[config.mk]
export PLATFORM = sky130hd
export DESIGN_NAME = pio_burst_reader
export DESIGN_NICKNAME = d
export VERILOG_FILES = /design/src/rtl/pio_burst_pkg.sv /design/src/rtl/pio_addr_step.sv /design/src/rtl/pio_out_reg.sv /design/src/rtl/pio_burst_reader.sv
export SDC_FILE = /design/constraint.sdc
export NUM_CORES = 1
export LEC_CHECK = 0
export BUFFER_PORTS_ARGS = -buffer_cell sky130_fd_sc_hd__buf_2
export CORE_MARGIN = 2
export CORE_UTILIZATION = 53
export CTS_CLUSTER_DIAMETER = 30
export DETAILED_ROUTE_END_ITERATION = 12
export PLACE_DENSITY = 0.81
export SLEW_MARGIN = 10
export SYNTH_ARGS = -nofsm -noshare
export SYNTH_HDL_FRONTEND = slang
export SYNTH_SLANG_ARGS = --single-unit
[constraint.sdc]
create_clock -name clk -period 2.5 [get_ports clk]
set_clock_uncertainty 0.1 [all_clocks]
set_input_delay 0.125 -clock clk [delete_from_list [all_inputs] [get_ports clk]]
set_output_delay 0.125 -clock clk [all_outputs]
set_load 0.005 [all_outputs]
[src/rtl/pio_burst_pkg.sv]
package pio_burst_pkg;

    typedef enum logic [1:0] {
        ST_IDLE,
        ST_WAIT,
        ST_STEP,
        ST_GAP
    } rd_state_e;

    // round a nanosecond limit up to whole clock periods
    function automatic int ns_to_cyc(input int ns, input int period);
        return (ns + period - 1) / period;
    endfunction

    function automatic int imax(input int a, input int b);
        return (a > b) ? a : b;
    endfunction

endpackage

[src/rtl/pio_addr_step.sv]
module pio_addr_step #(
    parameter int ADDR_W = 7,
    parameter int LOW_W  = 4
) (
    input  logic [ADDR_W-1:0] cur,
    input  logic              wide,
    output logic [ADDR_W-1:0] nxt,
    output logic              win_end
);
    logic [ADDR_W-1:0] step;

    always_comb begin
        step    = wide ? ADDR_W'(2) : ADDR_W'(1);
        nxt     = cur + step;
        // the next step would leave the window of the fixed upper field
        win_end = wide ? (&cur[LOW_W-1:1]) : (&cur[LOW_W-1:0]);
    end
endmodule

[src/rtl/pio_out_reg.sv]
module pio_out_reg #(
    parameter int DATA_W = 32
) (
    input  logic              clk,
    input  logic              rst_n,
    input  logic              load,
    input  logic [DATA_W-1:0] din,
    input  logic              last_in,
    input  logic              out_ready,
    output logic              out_valid,
    output logic [DATA_W-1:0] out_data,
    output logic              out_last,
    output logic              slot_free
);
    typedef struct packed {
        logic              v;
        logic [DATA_W-1:0] data;
        logic              last;
    } slot_t;

    slot_t slot_d, slot_q;

    always_comb begin
        slot_d    = slot_q;
        slot_free = !slot_q.v || out_ready;
        if (slot_q.v && out_ready) slot_d.v = 1'b0;
        if (load) begin
            slot_d.v    = 1'b1;
            slot_d.data = din;
            slot_d.last = last_in;
        end
    end

    always_ff @(posedge clk or negedge rst_n) begin
        if (!rst_n) slot_q <= '0;
        else        slot_q <= slot_d;
    end

    assign out_valid = slot_q.v;
    assign out_data  = slot_q.data;
    assign out_last  = slot_q.last;

    assert_no_overwrite_R11: assert property (@(posedge clk) disable iff (!rst_n)
        load |-> (!out_valid || out_ready));

    assert_out_hold_R11: assert property (@(posedge clk) disable iff (!rst_n)
        (out_valid && !out_ready) |=> (out_valid && $stable(out_data) && $stable(out_last)));
endmodule

[src/rtl/pio_burst_reader.sv]
module pio_burst_reader
    import pio_burst_pkg::*;
#(
    parameter int ADDR_W        = 7,
    parameter int LOW_W         = 4,
    parameter int LEN_W         = 8,
    parameter int DATA_W        = 32,
    parameter int CLK_PERIOD_NS = 10,
    parameter int T_CSDV_NS     = 30,
    parameter int T_ADV_NS      = 40,
    parameter int T_ACYC_NS     = 45,
    parameter int T_CSH_NS      = 13
) (
    input  logic              clk,
    input  logic              rst_n,
    input  logic              req_valid,
    output logic              req_ready,
    input  logic [ADDR_W-1:0] req_addr,
    input  logic [LEN_W-1:0]  req_len,
    input  logic              req_wide,
    output logic              out_valid,
    input  logic              out_ready,
    output logic [DATA_W-1:0] out_data,
    output logic              out_last,
    output logic              bus_cs_n,
    output logic              bus_rd_n,
    output logic [ADDR_W-1:0] bus_addr,
    input  logic [DATA_W-1:0] bus_data
);
    localparam int CS_DV_C    = ns_to_cyc(T_CSDV_NS, CLK_PERIOD_NS);
    localparam int A_DV_C     = ns_to_cyc(T_ADV_NS, CLK_PERIOD_NS);
    localparam int DV_C       = imax(1, imax(CS_DV_C, A_DV_C));
    localparam int ACYC_C     = ns_to_cyc(T_ACYC_NS, CLK_PERIOD_NS);
    localparam int HOLD_C     = imax(ACYC_C, DV_C);
    localparam int CSH_C      = imax(1, ns_to_cyc(T_CSH_NS, CLK_PERIOD_NS));
    localparam int TIM_W      = $clog2(imax(HOLD_C, CSH_C) + 1);
    localparam int NARROW_MAX = 1 << LOW_W;
    localparam int WIDE_MAX   = 1 << (LOW_W - 1);
    localparam int BC_W       = LOW_W + 1;
    localparam int HALF       = DATA_W / 2;

    typedef struct packed {
        rd_state_e         st;
        logic              cs_n;
        logic              rd_n;
        logic [ADDR_W-1:0] addr;
        logic [LEN_W-1:0]  rem;
        logic [BC_W-1:0]   bcnt;
        logic [TIM_W-1:0]  tim;
        logic              wide;
    } fsm_t;

    fsm_t q, n;

    logic              load, last_w, slot_free, win_end, burst_full, end_burst;
    logic [ADDR_W-1:0] nxt;
    logic [DATA_W-1:0] cap_data;

    pio_addr_step #(.ADDR_W(ADDR_W), .LOW_W(LOW_W)) u_step (
        .cur     (q.addr),
        .wide    (q.wide),
        .nxt     (nxt),
        .win_end (win_end)
    );

    pio_out_reg #(.DATA_W(DATA_W)) u_out (
        .clk       (clk),
        .rst_n     (rst_n),
        .load      (load),
        .din       (cap_data),
        .last_in   (last_w),
        .out_ready (out_ready),
        .out_valid (out_valid),
        .out_data  (out_data),
        .out_last  (out_last),
        .slot_free (slot_free)
    );

    always_comb begin
        n          = q;
        load       = 1'b0;
        last_w     = 1'b0;
        cap_data   = q.wide ? bus_data : {{HALF{1'b0}}, bus_data[HALF-1:0]};
        burst_full = q.wide ? (q.bcnt == BC_W'(WIDE_MAX - 1))
                            : (q.bcnt == BC_W'(NARROW_MAX - 1));
        end_burst  = (q.rem == LEN_W'(1)) || burst_full || win_end;
        case (q.st)
            ST_IDLE: begin
                if (req_valid && req_len != '0) begin
                    n.wide = req_wide;
                    n.addr = req_wide ? {req_addr[ADDR_W-1:1], 1'b0} : req_addr;
                    n.rem  = req_len;
                    n.bcnt = '0;
                    n.tim  = '0;
                    n.cs_n = 1'b0;
                    n.rd_n = 1'b0;
                    n.st   = ST_WAIT;
                end
            end
            ST_WAIT: begin
                if (q.tim != TIM_W'(DV_C - 1)) begin
                    n.tim = q.tim + 1'b1;
                end else if (slot_free) begin
                    load   = 1'b1;
                    last_w = (q.rem == LEN_W'(1));
                    n.rem  = q.rem - 1'b1;
                    if (end_burst) begin
                        n.cs_n = 1'b1;
                        n.rd_n = 1'b1;
                        n.addr = nxt;
                        n.bcnt = '0;
                        n.tim  = '0;
                        n.st   = ST_GAP;
                    end else if (HOLD_C == DV_C) begin
                        n.addr = nxt;
                        n.bcnt = q.bcnt + 1'b1;
                        n.tim  = '0;
                    end else begin
                        n.bcnt = q.bcnt + 1'b1;
                        n.tim  = q.tim + 1'b1;
                        n.st   = ST_STEP;
                    end
                end
            end
            ST_STEP: begin
                if (q.tim == TIM_W'(HOLD_C - 1)) begin
                    n.addr = nxt;
                    n.tim  = '0;
                    n.st   = ST_WAIT;
                end else begin
                    n.tim = q.tim + 1'b1;
                end
            end
            ST_GAP: begin
                if (q.tim == TIM_W'(CSH_C - 1)) begin
                    n.tim = '0;
                    if (q.rem != '0) begin
                        n.cs_n = 1'b0;
                        n.rd_n = 1'b0;
                        n.st   = ST_WAIT;
                    end else begin
                        n.st = ST_IDLE;
                    end
                end else begin
                    n.tim = q.tim + 1'b1;
                end
            end
            default: n.st = ST_IDLE;
        endcase
    end

    always_ff @(posedge clk or negedge rst_n) begin
        if (!rst_n) begin
            q      <= '0;
            q.st   <= ST_IDLE;
            q.cs_n <= 1'b1;
            q.rd_n <= 1'b1;
        end else begin
            q <= n;
        end
    end

    assign req_ready = (q.st == ST_IDLE);
    assign bus_cs_n  = q.cs_n;
    assign bus_rd_n  = q.rd_n;
    assign bus_addr  = q.addr;

    // ---------------- checking logic ----------------
    localparam int CK_W = 8;
    logic [CK_W-1:0]   burst_reads_q, low_age_q, addr_age_q, hi_run_q;
    logic [ADDR_W-1:0] prev_addr_q;

    always_ff @(posedge clk or negedge rst_n) begin
        if (!rst_n) begin
            burst_reads_q <= '0;
            low_age_q     <= '0;
            addr_age_q    <= '0;
            hi_run_q      <= '1;
            prev_addr_q   <= '0;
        end else begin
            prev_addr_q <= bus_addr;
            if (bus_cs_n)  burst_reads_q <= '0;
            else if (load) burst_reads_q <= burst_reads_q + 1'b1;
            if (bus_cs_n)              low_age_q <= '0;
            else if (low_age_q != '1)  low_age_q <= low_age_q + 1'b1;
            if (bus_addr != prev_addr_q) addr_age_q <= '0;
            else if (addr_age_q != '1)   addr_age_q <= addr_age_q + 1'b1;
            if (!bus_cs_n)            hi_run_q <= '0;
            else if (hi_run_q != '1)  hi_run_q <= hi_run_q + 1'b1;
        end
    end

    assert_idle_strobes_R1: assert property (@(posedge clk) disable iff (!rst_n)
        req_ready |-> (bus_cs_n && bus_rd_n));

    assert_burst_limit_R3: assert property (@(posedge clk) disable iff (!rst_n)
        !bus_cs_n |-> (burst_reads_q <= (q.wide ? CK_W'(WIDE_MAX) : CK_W'(NARROW_MAX))));

    assert_upper_fixed_R4: assert property (@(posedge clk) disable iff (!rst_n)
        (!bus_cs_n && !$past(bus_cs_n)) |->
            (bus_addr[ADDR_W-1:LOW_W] == $past(bus_addr[ADDR_W-1:LOW_W])));

    assert_capture_delay_R6: assert property (@(posedge clk) disable iff (!rst_n)
        load |-> (!bus_cs_n && low_age_q >= CK_W'(DV_C - 1)));

    assert_addr_hold_R7: assert property (@(posedge clk) disable iff (!rst_n)
        (!bus_cs_n && !$past(bus_cs_n) && bus_addr != prev_addr_q) |->
            (addr_age_q >= CK_W'(ACYC_C - 1)));

    assert_gap_width_R8: assert property (@(posedge clk) disable iff (!rst_n)
        $fell(bus_cs_n) |-> (hi_run_q >= CK_W'(CSH_C)));
endmodule

Yosys cells after proc, flatten, opt, wreduce, memory -nomap -nowiden
Index checks and enable logic that the tools add are counted.
{ "op_classes": {"addsub": 4, "mul": 0, "div": 0, "magnitude_cmp": 0, "eq_ne": 17, "shift": 0, "n_mux": 32, "n_bitwise": 0, "reduce_logical": 21} }
{ "op_table": {"columns": ["cell", "count"], "rows": [
  ["$mux 34", 1],
  ["$mux 32", 1],
  ["$mux 28", 1],
  ["$mux 27", 1],
  ["$pmux 13 s2", 1],
  ["$mux 24", 1],
  ["$pmux 7 s3", 1],
  ["$reduce_bool 8->1", 2],
  ["$mux 1", 12],
  ["$ne 2x2->1 const B", 6],
  ["$pmux 3 s4", 1],
  ["$mux 3", 3],
  ["$mux 9", 1],
  ["$eq 8x1->1 const B", 1],
  ["$mux 8", 1],
  ["$pmux 2 s4", 1],
  ["$reduce_and 4->1", 2],
  ["$sub 8x1->8 const B", 1],
  ["$add 7x7->7", 1],
  ["$mux 7", 1],
  ["$reduce_and 7->1", 1],
  ["$mux 2", 3],
  ["$pmux 2 s3", 1],
  ["$reduce_and 6->1", 1],
  ["other kinds (21)", 28]
]} }
{ "totals": {"regBits": 62, "latchBits": 0, "ramBits": 0, "rom_bits": 0, "inputBits": 52, "out_inout_bits": 44, "word_cells": 85, "mem_count": 0} }

Depth between registers and ports, before layout
{ "logic_depth": {"word_depth": 8, "depth_mapped": 10, "depth_no_buf": 8} }

By module
A second synthesis with hierarchy kept.
{ "hier_totals": {"hier_cells": 320, "hier_area_um2": 3593.4} }
{ "by_module_without_submodules": {"columns": ["module", "n_inst", "cells_each", "area_each_um2", "seq_area_each_um2"], "rows": [
  ["pio_burst_reader", 1, 226, 2020.7, 676.9],
  ["pio_out_reg", 1, 73, 1415.1, 850.8],
  ["pio_addr_step", 1, 21, 157.7, 0.0]
]} }

Worst setup path after synthesis
OpenSTA, ideal clock, no wires.
{ "synth_timing": {"kind": "flip-flop to flip-flop", "startpoint": "register q[0] (netlist bit)", "endpoint": "register q, in the netlist bus_addr[6]", "setup_time_ps": 95, "t_arrival_ps": 2021, "required_time_ps": 2305, "slack_ps": 283, "stages_incl_launch_ff": 11, "n_path_buf": 2, "period_less_slack_ps": 2217, "cell_sequence": "dfrtp_1 > buf_6 > clkbuf_1 > inv_1 > ha_1 > inv_1 > fa_1 > nor2b_1 > nor3b_1 > a21oi_1 > o31ai_1"} }
{ "synth_between": {"elab_chain_len": 6, "word_cells_on_any_way": 13, "cone_classes": "add/sub: 1; eq/ne: 1; mux: 8; reduce/logical: 3"} }
{ "synth_rtl": {"columns": ["element", "line", "source"], "rows": [
  ["start: declaration", "pio_burst_reader.sv:53", "fsm_t q, n;"],
  ["start signal: assignment", "pio_burst_reader.sv:159", "q <= n;"],
  ["$mux 2", "pio_addr_step.sv:13", "step = wide ? ADDR_W'(2) : ADDR_W'(1);"],
  ["$add 7x7->7", "pio_addr_step.sv:14", "nxt = cur + step;"],
  ["$mux 9", "pio_burst_reader.sv:107", "if (end_burst) begin"],
  ["$mux 27", "pio_burst_reader.sv:103", "end else if (slot_free) begin"],
  ["$mux 24", "pio_burst_reader.sv:101", "if (q.tim != TIM_W'(DV_C - 1)) begin"],
  ["$pmux 7 s3", "pio_burst_reader.sv:87", "case (q.st)"]
]} }
Several ways; a longest one is shown, not always the timed one. The select of a mux whose other input is x is not followed.
A chain may end at the register's enable or synchronous reset.

Worst setup path in the final report
{ "layout_timing": {"startpoint": "register q[26] (netlist bit)", "endpoint": "register q[7] (netlist bit)"} }
{ "layout_between": {"elab_chain_len": 3, "word_cells_on_any_way": 8, "cone_classes": "eq/ne: 4; mux: 1; reduce/logical: 3"} }
{ "layout_rtl": {"columns": ["element", "line"], "rows": [
  ["$eq 2x1->1 / $logic_not 2->1 (equally long branches)", "pio_burst_reader.sv:87"],
  ["$ne 2x2->1 (no source line) (tied with other cells)", null],
  ["$reduce_and 4->1 (no source line)", null]
]} }
Several ways; a longest one is shown, not always the timed one.

==> run_results.csv <==
group,metric,value,unit
status,status,"finished, final reports clean",
routing,postRouteAntennaNets,0,
yosys,yosysSeqAreaShare,0.434,
cells_and_area,fill_cells,424,
sta,rsz0062_at_grt,"false",
placement,io_buffer_count,95,
setup_path,worst-setup-path-type,"flop to flop",
placement,place_ws,245,ps
pwr,powerDensity,1110,nW/µm²
cts,cts_sinks,61,
yosys,syn_nets,413,
pwr,power_frac_clock,0.195,
yosys,ys.flop_type,"dfrtp_1",
floorplanning,core_area,6390,µm²
sta,finalSetupTns,0,ps
routing,wire_per_inst,18.0,µm
yosys,synth.distinct_cells,64,
setup_path,cp_slowest_cell,"dfrtp_1",
sta,maxSlewViolCount,0,
yosys,async_flop_share,1.00,
setup_path,worstPathMaxFanout,13,
cts,numCtsBuffers,9,
sta,post-route-min-period,2250,ps
cells_and_area,syn_to_final_growth,30.9,%
sta,relSlewSlack,0.509,
pwr,p_sw_frac,0.417,
yosys,syn_avg_cell_area,10.3,µm²
hold_path,min_from,"req_len[4]",
sta,period_share,0.901,
setup_path,path_cells,"inv_1 -> ha_1 -> inv_1 -> o221ai_2 -> or2_4 -> a21oi_1 -> o22ai_1",
setup_path,arrival,2420,ps
pwr,internal_power,2.97,mW
yosys,ys_seq_elements,61,
pwr,leakage,2.23,nW
cells_and_area,drive_gt1_frac,0.345,
sta,hold_viol_final,0,
cts,cts_max_path_buffers,2,
cells_and_area,nNetsFinal,540,
global_routing,grt_pass1_vias,3196,
floorplanning,die_x,85.5,µm
setup_path,cp-start-kind,"flop",
cts,cts_tree,"built",
global_routing,grt_usage,0.284,
floorplanning,io_pins,96,
cells_and_area,layout_common_cells,"buf_2, dfrtp_1, nand2_1",
floorplanning,fp.dieH,85.5,µm
hold_path,holdCritPathClass,"input pin to flop",
sta,worst_pin_slew,737,ps
cts,root_buffer,"clkbuf_8",
routing,num_vias,3196,
routing,wl,9930,µm
setup_path,r2r-start,"q[26]",
placement,place_area,4010,µm²
yosys,syn_inst,343,
yosys,yosysTopAreaCell,"dfrtp_1",
placement,dp_hpwl,6110,µm
setup_path,cp_slowest_stage_delay,430,ps
cts,htree_levels,3,
setup_path,crit_top_cell,"inv_1",
routing,firstDrtPassIters,5,
cts,post-cts-setup-buffer-count,0,
cells_and_area,design_area,4600,µm²
setup_path,cp.required,2670,ps
yosys,synthDominantCellAreaShare,0.427,
sta,finalWorstSetupSlack,248,ps
floorplanning,rows,29,
sta,setup_violations,0,
cells_and_area,antenna_cells,0,
yosys,syn_area,3520,µm²
pwr,peakVddDrop,0.000587,V
cts,path_clk_slew,70,ps
setup_path,crit_path_end_kind,"flop",
pwr,power.switching,2.13,mW
yosys,yosys_warnings,0,
routing,drtIter0Drc,197,
flow_run,maxCapViolations,0,
global_routing,grt_remaining_overflow,0,
routing,drc,0,
routing,via_per_inst,5.79,
floorplanning,design.die.area,7310,µm²
yosys,synth_edf_count,0,
floorplanning,start_util,0.551,
cts,clkLatencyLatePin,340,ps
yosys,synth_top_cells_by_area,"dfrtp_1, ha_1, mux2_2",
pwr,pwr-share-comb,0.483,
global_routing,grt_pass1_wl,16100,µm
global_routing,antenna_found_initial,0,
cells_and_area,final_common_cell,"buf_2",
sta,clock.fmax,444,MHz
cells_and_area,fin_util,0.721,
pwr,seq_power_share,0.322,
global_routing,grt_max_degree,33,
setup_path,crit_start,"q[26]",
placement,place_congestion,0.885,
==> state kept, by name, indices dropped and copies added, names as in the netlist <==
register / flops
bus_addr: 7
bus_cs_n: 1
q: 19
u_out.out_data: 32
u_out.out_last: 1
u_out.out_valid: 1
==> routing by layer <==
layer	track usage	up-vias	share of wire
li1	-	1484	-
met1	0.354	1533	0.40
met2	0.467	143	0.49
met3	0.0613	36	0.072
met4	0.140	0	0.034
met5	0	-	0
==> cells in the mapped netlist (3+ instances only) <==
| cell | count |
|---|---|
| clkbuf_1 | 8 |
| nand4_1 | 3 |
| ha_1 | 17 |
| o21ai_1 | 4 |
| nor3_1 | 6 |
| a211oi_2 | 4 |
| inv_1 | 17 |
| mux2_2 | 18 |
| nand2_1 | 48 |
| a21oi_1 | 12 |
| buf_4 | 8 |
| nand3_1 | 9 |
| mux2i_1 | 3 |
| a2bb2oi_1 | 4 |
| nor2_1 | 9 |
| o21a_1 | 4 |
| o21ai_0 | 26 |
| buf_2 | 5 |
| nand2b_1 | 6 |
| nor2b_1 | 3 |
| a31oi_1 | 8 |
| dfrtp_1 | 60 |
| buf_6 | 3 |
| o31ai_1 | 6 |
| nand3b_1 | 3 |
==> area by class of cell <==
| cell class | count | area [µm²] | share of cell area |
|---|---|---|---|
| well taps | 77 | 96.3 | 0.0209 |
| multi-input cells | 241 | 1790 | 0.389 |
| clock inverters | 7 | 98.8 | 0.0215 |
| flip-flops and latches | 61 | 1530 | 0.332 |
| clock buffers | 9 | 124 | 0.0269 |
| inverters | 17 | 63.8 | 0.0139 |
| repair buffers | 140 | 903 | 0.196 |
==> kinds of logic (layout without fill, tap and decap cells) <==
kind of cell             count (synthesis)  count (layout)  share of synthesized area
AO/OA/AOI/OAI                           96              96                      0.202
flip-flops                              61              61                      0.434
multiplexers                            22              22                     0.0704
adder cells (fa/ha/maj)                 18              18                     0.0661
buffers and inverters                   41             173                     0.0605
AND/OR/NAND/NOR                        104             104                      0.165
XOR/XNOR                                 1               1                    0.00249
==> critical path, delay by kind of cell, from the launching register on <==
kind | cells | cell delay, ps
AO/OA/AOI/OAI | 3 | 630
buffers and inverters | 2 | 310
adder cells (fa/ha/maj) | 1 | 410
flip-flops | 1 | 430
AND/OR/NAND/NOR | 1 | 290
==> power by group through the flow <==
stage                     registers (mW)  clock network (mW)  logic (mW)
final                               1.64               0.996        2.46
after global routing                1.68                1.05        2.73
after CTS                           1.61               0.995        2.41
after detailed placement            1.63                   0        2.35
after global placement              1.62                   0        2.29
after floorplan                     1.57                   0        1.82
==> path summary, 6_finish.rpt <==
path                                       to  depth (start not counted)  slack [ps]
hold / removal                          q[13]                          3          30
max in group asynchronous   u_out.out_data[5]                          3        1300
setup reg to reg                         q[7]                          7         250
setup / recovery                         q[7]                          7         250
min in group asynchronous   u_out.out_data[0]                          2         290
hold reg to reg            u_out.out_data[26]                          2         380
==> stage by stage <==
step                      total power, mW  hold slack (ps)  instances
after floorplan                      3.39             -271        343
after global placement               3.90              111        500
after detailed placement             3.98              114        500
after CTS                            5.02             25.9        552
after global routing                 5.46             39.6        552
final                                5.10             30.9        552
==> repair_timing <==
item                                    4_1_cts  5_1_grt
hold endpoints to repair                     64        0
endpoints found under the setup margin        0        2
hold buffers                                 36        0
gates resized for setup                       0        1
Power figures use the tool's default switching activity.
